==> src/rtl/burst_offset_seq.sv <==
module burst_offset_seq #(
  parameter int CNT_W = 2
) (
  input  logic             clk,
  input  logic             rst_n,
  input  logic             load,
  input  logic [CNT_W-1:0] base,
  input  logic             adv_n,
  input  logic             mode,
  output logic [CNT_W-1:0] offset
);
  logic [CNT_W-1:0] base_q;
  logic [CNT_W-1:0] beat_q;
  logic             ilv_q;

  always_ff @(posedge clk) begin
    if (!rst_n) begin
      base_q <= '0;
      beat_q <= '0;
      ilv_q  <= mode;
    end else if (load) begin
      base_q <= base;
      beat_q <= '0;
    end else if (!adv_n) begin
      beat_q <= beat_q + 1'b1;
    end
  end

  assign offset = ilv_q ? (base_q ^ beat_q) : (base_q + beat_q);
endmodule


==> config.mk <==
export PLATFORM = sky130hd
export DESIGN_NAME = burst_offset_seq
export DESIGN_NICKNAME = d
export VERILOG_FILES = /design/src/rtl/burst_offset_seq.sv
export SDC_FILE = /design/constraint.sdc
export NUM_CORES = 1
export LEC_CHECK = 0
export ABC_CLOCK_PERIOD_IN_PS = 1070
export BUFFER_PORTS_ARGS = -buffer_cell sky130_fd_sc_hd__buf_2
export CAP_MARGIN = 10
export CORE_AREA = 2 2 39 41
export CTS_CLUSTER_SIZE = 8
export DETAILED_ROUTE_END_ITERATION = 8
export DIE_AREA = 0 0 41 43
export GPL_TIMING_DRIVEN = 0
export PLACE_DENSITY = 0.37
export RECOVER_POWER = 100
export SLEW_MARGIN = 5
export SYNTH_ARGS = -nofsm -noshare
export SYNTH_HDL_FRONTEND = slang
export SYNTH_SLANG_ARGS = --single-unit
export TNS_END_PERCENT = 30
==> constraint.sdc <==
create_clock -name clk -period 1.07 [get_ports clk]
set_input_delay 0.0535 -clock clk [delete_from_list [all_inputs] [get_ports clk]]
set_output_delay 0.0535 -clock clk [all_outputs]
set_load 0.005 [all_outputs]
-- Word level (Yosys, flattened, before mapping)
Cells that the tools add are included.
- latch bits: 0
- bits in registers: 5
- RAM bits: 0
- memories kept: 0
- bits of input ports: 7
- word-level logic and storage cells: 9
- output and inout bits: 2
- memory bits (read-only): 0
- magnitude comparators: 0
- mux-type cells: 1
- equality and inequality tests: 0
- reduce and logical (&&, ||, !) cells: 1
- add/sub/neg operators: 2
- bitwise gates (word level): 2
- divide/modulo/power cells: 0
- shift operators: 0
- multiply operators: 0
- operators with widths (operator ; count):
    adder 2 x 1 -> 2 bit (second input constant) ; 1
    adder 2 bit ; 1
    2-to-1 mux 2 bit ; 1
    OR reduction 2 bit ; 1
    XOR 2 bit ; 1
    inverter 1 bit ; 1

-- Longest topological paths before layout
Gate-level depths: netlist of the first run.
- word-level depth: 2
- depth in mapped cells: 3
- gate-level depth less buffers: 3

-- Least setup slack after synthesis of the first run
Ideal clock, no wire load.
- path kind: register -> output
- from: reg base_q[0]
- to: out offset[1]
- cell stages (with the launch flop): 4
- slack: 0.271 ns
- arrival time: 0.746 ns
- path through: dfxtp_1 ha_1 nor2b_1 xnor2_1
- cells in the longest elaborated chain, start to end: 2
- RTL lines (element ; line ; source):
    start, declared ; 12 ; logic [CNT_W-1:0] base_q;
    start signal, assigned ; 22 ; base_q <= base;
    adder 2 bit ; 29 ; assign offset = ilv_q ? (base_q ^ beat_q) : (base_q + beat_q);
    2-to-1 mux 2 bit ; 29 ;
    end, declared ; 10 ; output logic [CNT_W-1:0] offset
No other way between the ends.

-- Worst setup path after layout of the first run
- from: reg beat_q[0]
- to: out offset[1]
- cells in the longest elaborated chain, start to end: 2
- RTL lines (element ; line ; source):
    start, declared ; 13 ; logic [CNT_W-1:0] beat_q;
    start signal, assigned ; 25 ; beat_q <= beat_q + 1'b1;
    adder 2 bit ; 29 ;
    2-to-1 mux 2 bit ; 29 ;
No other way between the ends.

==> reports/metrics.yaml, run 1 <==
clocking:
  clkLatencyLatePin_ns: 0.24
  numCtsBuffers: 3
  path_clk_slew_ns: 0.04
  clkSinkCount: 5
  cts_buffer_depth: 2
  htreeDepth: 1
  cts_tree: "done"
  clockRootBuffer: "clkbuf_4"
synthesis:
  yosys.area.top_type: "dfxtp_1"
  synth_top_flop_cell: "dfxtp_1"
  netlist-cell-type-count: 12
  yosys_warnings: 0
  syn_area_per_cell_um2: 11.4
  synthTopCellsByArea: "dfxtp_1 (35%), edfxtp_1 (13%), xnor2_1 (11%)"
  synth-seq-cells: 5
  synth_most_common_cell: "dfxtp_1"
  synthesis.instances: 20
  syn_area_um2: 229
  syn_nets: 28
  synth_top_area_share_pct: 35.0
  ys_seq_area_share_pct: 48.1
  synth-edff-count: 1
  netlist_top_cells_count: "dfxtp_1 (4), nor2_1 (3), xnor2_1 (3)"
  synthArstFlopShare_pct: 0
critical_path:
  endpoint_kind: "primary output"
  crit_fanout: 2
  critical-path-slowest-cell: "dfxtp_2"
  critical_path_class: "register to primary output"
  critPathTopFamily: "flip-flops"
  critPathArrivalTime_ns: 1.07
  path_cells: "ha_4 -> nor2b_4 -> xnor2_1 -> buf_2"
  slowest_delay_ns: 0.35
  crit_buf_inv: 1
  crit_required_ns: 1.02
  reg2reg_slack_ns: 0.09
  startpoint_type: "register"
place:
  port_buffers: 8
  dpl-instance-area_um2: 289
  place_inst: 44
  place_congestion: 0.614
floorplan:
  dieArea_um2: 1760
  dieHeight_um: 43
  row_count: 14
  core_um2: 1380
  fp.dieW_um: 41
  ioPinCount: 9
  start_util_pct: 16.5
min_path:
  min_path_type: "primary input to register"
global_route:
  grt_pass1_wl_um: 710
  met2_usage_pct: 7.50
  grt_usage_pct: 6.33
  first_global_vias: 196
  use_met1_pct: 7.74
  antenna_found_initial: 0
  grt.met3_usage_pct: 1.57
  grt_busiest_layer: "met4"
  grt.overflow.total: 0
  grt_start_max_net_pins: 4
final_layout:
  areaGrowthSynthToFinish_pct: 51.4
  antenna-diode-count: 0
  drive_gt1_share_pct: 50.0
  finalNonFillerCells: 50
  stdcell_area_um2: 347
  finalNetCount: 43
  fin_util_pct: 25.0
power:
  peakVddDrop_mv: 0.409
  leakagePower_uw: 0.000145
  power_density_nw_per_um2: 1400
  power_uw: 485
routing:
  initialDrtViolationCount: 0
  drc: 0
  vias_per_cell: 3.38
  wirelength_um: 406
  drt_pre_antenna_iters: 1
  via_count: 169
  drt-wirelength-per-cell_um: 8.12
  ant_nets: 0
status:
  violations: "negative setup slack"
  run_status: "finished, violations left"
timing:
  worst_slew_pin_slew_ns: 0.213
  final_hold_viol_count: 0
  layout_setup_ws_ns: -0.0494
  period_minus_slack_ns: 1.12
  fmax_ghz: 0.893
  relSlewSlack_pct: 85.8
  fin_crit_sh_pct: 105
  finClkSkew_ns: 0.0000896
  setup_violations: 1
  slew_viol_final: 0
  rsz0062_at_grt: "true"
run:
  cap_violations: 0
## logic make-up after synthesis
family | after synthesis | synth area share (%)
buffers and inverters | 1 | 1.64
multiplexers | 2 | 8.74
adder cells (fa/ha/maj) | 1 | 5.46
flip-flops | 5 | 48.1
AND/OR/NAND/NOR | 8 | 24.6
XOR/XNOR | 3 | 11.5
## tightest hold or removal path, delay by kind of cell
family,cells,cell delay (ns)
mux,1,0.05
simple gates,1,0.08
buf+inv,1,0.07
## final timing paths
| check | startpoint | endpoint | cells past startpoint |
|---|---|---|---|
| setup / recovery | beat_q[0]$_SDFFE_PP0N_ | offset[1] | 4 |
| setup reg to reg | beat_q[0]$_SDFFE_PP0N_ | beat_q[1]$_SDFFE_PP0N_ | 4 |
| hold reg to reg | base_q[1]$_SDFFE_PN0P_ | base_q[1]$_SDFFE_PN0P_ | 2 |
| hold / removal | base[0] | base_q[0]$_SDFFE_PN0P_ | 3 |
## power by group
| group | internal [uW] | switching, uW |
|---|---|---|
| Clock | 141 | 77.6 |
| Combinational | 33.4 | 20.7 |
| Sequential | 204 | 8.24 |
| Total | 379 | 107 |
## per-stage QoR
step | worst slack (ns) | setup TNS [ns] | hold WS [ns]
after global placement | 0.148 | 0 | 0.234
final | -0.0494 | -0.0494 | 0.0582
after global routing | -0.117 | -0.117 | 0.0820
after CTS | -0.0872 | -0.0872 | 0.0501
after floorplan | 0.271 | 0 | 0.152
after detailed placement | 0.137 | 0 | 0.233
## cells in the final DEF, fill, tap and decap left out, drive strengths merged
| master | instances |
|---|---|
| buf | 8 |
| nand2b | 1 |
| dlygate4sd3 | 1 |
| ha | 1 |
| clkbuf | 5 |
| and2b | 1 |
| nor3 | 1 |
| nor2b | 2 |
| edfxtp | 1 |
| mux2i | 2 |
| dfxtp | 4 |
| inv | 1 |
| nor2 | 3 |
| xnor2 | 3 |
## flip-flops by register name (all words and copies together), names as in the netlist
name	cells
base_q	2
beat_q	2
ilv_q	1
## area by class of cell
class	instances	area, um^2
inverters	1	3.75
flip-flops and latches	5	113
multi-input cells	14	128
clock buffers	4	26.3
fillers	156	1040
well taps	16	20.0
repair buffers	10	56.3
## layer usage
| metal | vias up | part of all wire [%] |
|---|---|---|
| li1 | 91 | - |
| met1 | 72 | 48 |
| met2 | 6 | 44 |
| met3 | 0 | 7.9 |
| met4 | 0 | 0 |
| met5 | - | 0 |
## what timing repair did
| item | 4_1_cts | 5_1_grt |
|---|---|---|
| gates resized for setup | 5 | 1 |
| setup buffers | 1 | 0 |
| hold endpoints to repair | 1 | 0 |
| gates cloned | 0 | 0 |
| setup endpoints to repair | 1 | 1 |
| hold buffers | 1 | 0 |
| pin swaps | 1 | 2 |
No activity file was read; power rests on OpenSTA's default activity.
==> run 2: changes to the inputs <==
--- a/config.mk
+++ b/config.mk
@@ -13,6 +13,7 @@
 export DETAILED_ROUTE_END_ITERATION = 8
 export DIE_AREA = 0 0 41 43
 export GPL_TIMING_DRIVEN = 0
+export HOLD_SLACK_MARGIN = 0.12
 export PLACE_DENSITY = 0.37
 export RECOVER_POWER = 100
 export SLEW_MARGIN = 5
==> reports/metrics.yaml, run 2 (same netlist as run 1, synthesis figures left out) <==
global_route:
  grt.overflow.total: 0  # unchanged
  antenna_found_initial: 0  # unchanged
  grt_start_max_net_pins: 4  # unchanged
  grt.met3_usage_pct: 1.57  # unchanged
  met2_usage_pct: 8.13  # +0.63 points
  grt_busiest_layer: "met2"
  grt_pass1_wl_um: 710  # unchanged
  use_met1_pct: 7.10  # -0.65 points
  first_global_vias: 200  # +2.0%
  grt_usage_pct: 6.33  # unchanged
final_layout:
  final_common_cell: "buf_2"
  areaGrowthSynthToFinish_pct: 69.4
  finalNonFillerCells: 54  # +8.0%
  finalNetCount: 47  # +9.3%
  antenna-diode-count: 0  # unchanged
  fin_util_pct: 28.0  # +3.0 points
  reg_top3: "base_q x2, beat_q x2, ilv_q x1"
  fillers: 159  # +1.9%
  layout_common_cells: "buf_2 (6), dlygate4sd3_1 (5)"
  drive_gt1_share_pct: 42.1  # -7.9 points
  regArea_um2: 113  # unchanged
  multi_input_area_um2: 130  # +2.0%
floorplan:
  start_util_pct: 16.5  # unchanged
  ioPinCount: 9  # unchanged
  dieArea_um2: 1760  # unchanged
  dieHeight_um: 43  # unchanged
  core_um2: 1380  # unchanged
  fp.dieW_um: 41  # unchanged
  row_count: 14  # unchanged
critical_path:
  critPathTopFamily: "flip-flops"
  slowest_delay_ns: 0.35  # about the same
  crit_buf_inv: 1  # unchanged
  critical-path-slowest-cell: "dfxtp_2"
  startpoint_type: "register"
  endpoint_kind: "primary output"
  critPathArrivalTime_ns: 1.07  # about the same
  crit_fanout: 2  # unchanged
  crit_required_ns: 1.02  # about the same
  path_cells: "ha_4 -> nor2b_4 -> xnor2_1 -> buf_2"
  critical_path_class: "register to primary output"
status:
  violations: "negative setup slack"
  run_status: "finished, violations left"
clocking:
  cts_buffer_depth: 2  # unchanged
  clkSinkCount: 5  # unchanged
  cts_tree: "done"
  path_clk_slew_ns: 0.04  # about the same
  numCtsBuffers: 3  # unchanged
  clkLatencyLatePin_ns: 0.24  # about the same
  htreeDepth: 1  # unchanged
  clockRootBuffer: "clkbuf_4"
timing:
  relSlewSlack_pct: 88.6  # +2.9 points
  slew_viol_final: 0  # unchanged
  layout_setup_ws_ns: -0.0504  # -0.00109 ns
  worst_slew_pin_slew_ns: 0.169  # -0.0440 ns
  finClkSkew_ns: 0.0000868  # -0.00000283 ns
  fmax_ghz: 0.893  # about the same
  hold_slack_ns: 0.132  # +0.0740 ns
  fin_crit_sh_pct: 105  # about the same
  setup_violations: 1  # unchanged
  period_minus_slack_ns: 1.12  # +0.00109 ns
  rsz0062_at_grt: "true"
  final_hold_viol_count: 0  # unchanged
place:
  place_congestion: 0.614  # unchanged
  place_inst: 44  # unchanged
  port_buffers: 8  # unchanged
power:
  peakVddDrop_mv: 0.424  # +3.8%
  power_uw: 498  # +2.6%
  leakagePower_uw: 0.000160  # +10%
  power_density_nw_per_um2: 1280  # -8.3%
run:
  cap_violations: 0  # unchanged
routing:
  via_count: 183  # +8.3%
  initialDrtViolationCount: 1  # +1
  drt-wirelength-per-cell_um: 7.81  # -3.8%
  ant_nets: 0  # unchanged
  wirelength_um: 422  # +3.9%
  vias_per_cell: 3.39  # +0.26%
  drt_pre_antenna_iters: 2  # +1
  drc: 0  # unchanged
min_path:
  min_path_type: "primary input to register"
[run 2: cell types whose count changed in the layout (fill, tap and decap cells not counted)]
| cell | delta |
|---|---|
| dlygate4sd3_1 | +4 |
| nor3_1 | +1 |
| nor2b_1 | -1 |
| clkbuf_1 | +1 |
| nor3_2 | -1 |
| buf_2 | -1 |
| nor2b_4 | +1 |
[run 2: per-stage QoR]
step	TNS, ns	setup slack [ns]	instance area, um^2
floorplan	0	0.271	229
global placement	0	0.148	289
detailed placement	0	0.137	289
CTS	-0.0872	-0.0872	385
global route	-0.117	-0.117	388
finish	-0.0504	-0.0504	388
[run 2: repair_timing]
item | in CTS | in global routing
gates cloned | 0 | 0
hold endpoints to repair | 5 | 0
hold buffers | 5 | 0
pin swaps | 1 | 2
endpoints found under the setup margin | 1 | 1
resized for setup | 5 | 1
setup buffers | 1 | 0
[run 2: path summary, 6_finish.rpt]
check	start	depth (start not counted)	slack [ns]	end
hold / removal	adv_n	3	0.13	beat_q[0]$_SDFFE_PP0N_
hold reg to reg	base_q[1]$_SDFFE_PN0P_	2	0.52	base_q[1]$_SDFFE_PN0P_
setup / recovery	beat_q[0]$_SDFFE_PP0N_	4	-0.05	offset[1]
setup reg to reg	beat_q[0]$_SDFFE_PP0N_	4	0.19	beat_q[1]$_SDFFE_PP0N_
[run 2: metal layers]
metal,wire length (um),share of wire (%),vias to the layer above
met1,187,44,78
met3,43,10,0
met4,0,0,0
li1,-,-,99
met2,192,45,6
met5,0,0,-
[run 2: power by group]
part	leakage, uW	internal [uW]	switching, uW	total, uW
registers	0.0000433	204	8.23	213
logic	0.000102	43.2	22.6	65.8
clock network	0.0000150	141	78.5	220
total	0.000160	389	109	498
[run 2: cell type report]
cell class	instances	area share (%)
inverter	1	0.968
tap	16	5.16
clock buffer	4	6.77
sequential	5	29.0
timing repair buffer	14	24.5
multi-input combinational	14	33.5
[run 2: worst reg2reg max path, stage by stage (launching register included)]
cell     delay, ns
dfxtp_2       0.35
buf_4         0.11
nor2b_4       0.14
xnor2_1       0.12
nor2_1        0.05
==> run 3: changes to the inputs <==
--- a/config.mk
+++ b/config.mk
@@ -6,15 +6,15 @@
 export NUM_CORES = 1
 export LEC_CHECK = 0
 export ABC_CLOCK_PERIOD_IN_PS = 1070
-export BUFFER_PORTS_ARGS = -buffer_cell sky130_fd_sc_hd__buf_2
 export CAP_MARGIN = 10
 export CORE_AREA = 2 2 39 41
 export CTS_CLUSTER_SIZE = 8
 export DETAILED_ROUTE_END_ITERATION = 8
 export DIE_AREA = 0 0 41 43
+export DONT_BUFFER_PORTS = 1
 export GPL_TIMING_DRIVEN = 0
 export HOLD_SLACK_MARGIN = 0.12
-export PLACE_DENSITY = 0.37
+export PLACE_DENSITY = 0.31
 export RECOVER_POWER = 100
 export SLEW_MARGIN = 5
 export SYNTH_ARGS = -nofsm -noshare
==> reports/metrics.yaml, run 3 (same netlist as run 1, synthesis figures left out) <==
critical_path:
  critical_path_class: "register to primary output"
  crit_fanout: 3  # +1
  reg2reg_slack_ns: 0.29  # +0.10 ns
  r2r_end: "beat_q[1]$_SDFFE_PP0N_"
  critPathArrivalTime_ns: 0.96  # -0.11 ns
  endpoint_kind: "primary output"
  startpoint_type: "register"
  r2r_cells: 3  # -1
  crit-reg2reg-launch: "beat_q[0]$_SDFFE_PP0N_"
  crit_required_ns: 1.02  # about the same
timing:
  fin_crit_sh_pct: 95.0  # -9.7 points
  worst_slew_pin_slew_ns: 0.173  # +0.00400 ns
  finClkSkew_ns: 0.0000126  # -0.0000742 ns
  hold_slack_ns: 0.449  # +0.317 ns
  rsz0062_at_grt: "true"
  fmax_ghz: 0.984  # +10%
  setup_violations: 0  # -1
  final_hold_viol_count: 0  # unchanged
  relSlewSlack_pct: 88.4  # -0.24 points
  layout_setup_ws_ns: 0.0536  # +0.104 ns
  fin_tns_setup_ns: 0  # +0.0504 ns
  slew_viol_final: 0  # unchanged
  period_minus_slack_ns: 1.02  # -0.104 ns
routing:
  drt_pre_antenna_iters: 2  # unchanged
  via_count: 162  # -11%
  initialDrtViolationCount: 2  # +1
  drt-wirelength-per-cell_um: 8.15  # +4.3%
  vias_per_cell: 3.52  # +3.9%
  wirelength_um: 375  # -11%
  ant_nets: 0  # unchanged
  drc: 0  # unchanged
place:
  place_ws_ns: 0.219  # +0.0812 ns
  place_inst: 36  # -18%
  dpl-instance-area_um2: 249  # -14%
  place_congestion: 0.608  # -0.94%
  port_buffers: 0  # -8
clocking:
  cts_buffer_depth: 2  # unchanged
  htreeDepth: 1  # unchanged
  clkLatencyLatePin_ns: 0.24  # about the same
  numCtsBuffers: 3  # unchanged
  clockRootBuffer: "clkbuf_4"
  cts_tree: "done"
  path_clk_slew_ns: 0.04  # about the same
  postCtsSetupBuffers: 0  # -1
  clkSinkCount: 5  # unchanged
global_route:
  grt_usage_pct: 6.24  # -0.094 points
  grt_pass1_wl_um: 641  # -9.7%
  grt.overflow.total: 0  # unchanged
  antenna_found_initial: 0  # unchanged
  first_global_vias: 164  # -18%
  grt_start_max_net_pins: 4  # unchanged
run:
  cap_violations: 0  # unchanged
floorplan:
  row_count: 14  # unchanged
  dieHeight_um: 43  # unchanged
  fp.dieW_um: 41  # unchanged
  core_um2: 1380  # unchanged
  dieArea_um2: 1760  # unchanged
  start_util_pct: 16.5  # unchanged
  ioPinCount: 9  # unchanged
final_layout:
  finalNonFillerCells: 46  # -15%
  areaGrowthSynthToFinish_pct: 60.7
  finalNetCount: 39  # -17%
  drive_gt1_share_pct: 36.7  # -5.4 points
  final_common_cell: "dlygate4sd3_1"
  antenna-diode-count: 0  # unchanged
  layout_common_cells: "dlygate4sd3_1 (6), nor2_1 (3), clkbuf_4 (3)"
  stdcell_area_um2: 368  # -5.2%
  reg_top3: "base_q x2, beat_q x2, ilv_q x1"
min_path:
  holdPathEnd: "ilv_q$_DFFE_PN_"
  min_path_type: "primary input to register"
  hold_path_startpoint: "mode"
  hold_depth: 1  # -2
power:
  power_density_nw_per_um2: 1310  # +2.3%
  peakVddDrop_mv: 0.665  # +57%
  leakagePower_uw: 0.000140  # -12%
status:
  run_status: "finished clean"
## run 3: how the worst max path moves through the flow
stage | from | end | slack [ns] | depth (start not counted)
floorplan | base_q[0]$_SDFFE_PN0P_ | offset[1] | 0.27 | 3
global placement | base_q[0]$_SDFFE_PN0P_ | offset[1] | 0.22 | 3
detailed placement | base_q[0]$_SDFFE_PN0P_ | offset[1] | 0.22 | 3
CTS | beat_q[0]$_SDFFE_PP0N_ | offset[1] | 0.003 | 3
global route | base_q[0]$_SDFFE_PN0P_ | offset[1] | -0.009 | 3
finish | beat_q[0]$_SDFFE_PP0N_ | offset[1] | 0.05 | 3
## run 3: per-layer routing
metal	track usage, %	vias up	wire, um
met5	0	-	0
met4	4.00	0	8
met3	6.28	2	29
met2	8.44	5	175
met1	5.50	71	161
li1	-	84	-
## run 3: timing repair
item | 4_1_cts | 5_1_grt
pin swaps | 1 | 1
endpoints found under the hold margin | 6 | 0
gates resized for setup | 6 | 2
setup endpoints to repair | 1 | 1
hold buffers | 6 | 0
## run 3: power by group
group          leakage [uW]  switching, uW  internal, uW
Combinational     0.0000817           19.6          37.5
Sequential        0.0000433           9.55           204
Clock             0.0000150           71.4           141
Total              0.000140            100           383
## run 3: through the flow
step                utilization (%)  total power, uW
finish                         26.6              483
floorplan                         -              239
global route                   26.6              526
detailed placement             18.0              244
global placement               18.0              244
CTS                            25.7              491
## run 3: layout make-up
cell class	count	area, um^2
Fill cell	148	1020
Timing Repair Buffer	6	60.1
Sequential cell	5	113
Multi-Input combinational cell	14	145
Clock buffer	4	26.3
Inverter	1	3.75
Tap cell	16	20.0
## run 3: critical path: stages (launching register included)
cell and delay (ns):
dfxtp_2 0.33, ha_4 0.15, nor2b_4 0.12, xnor2_2 0.13
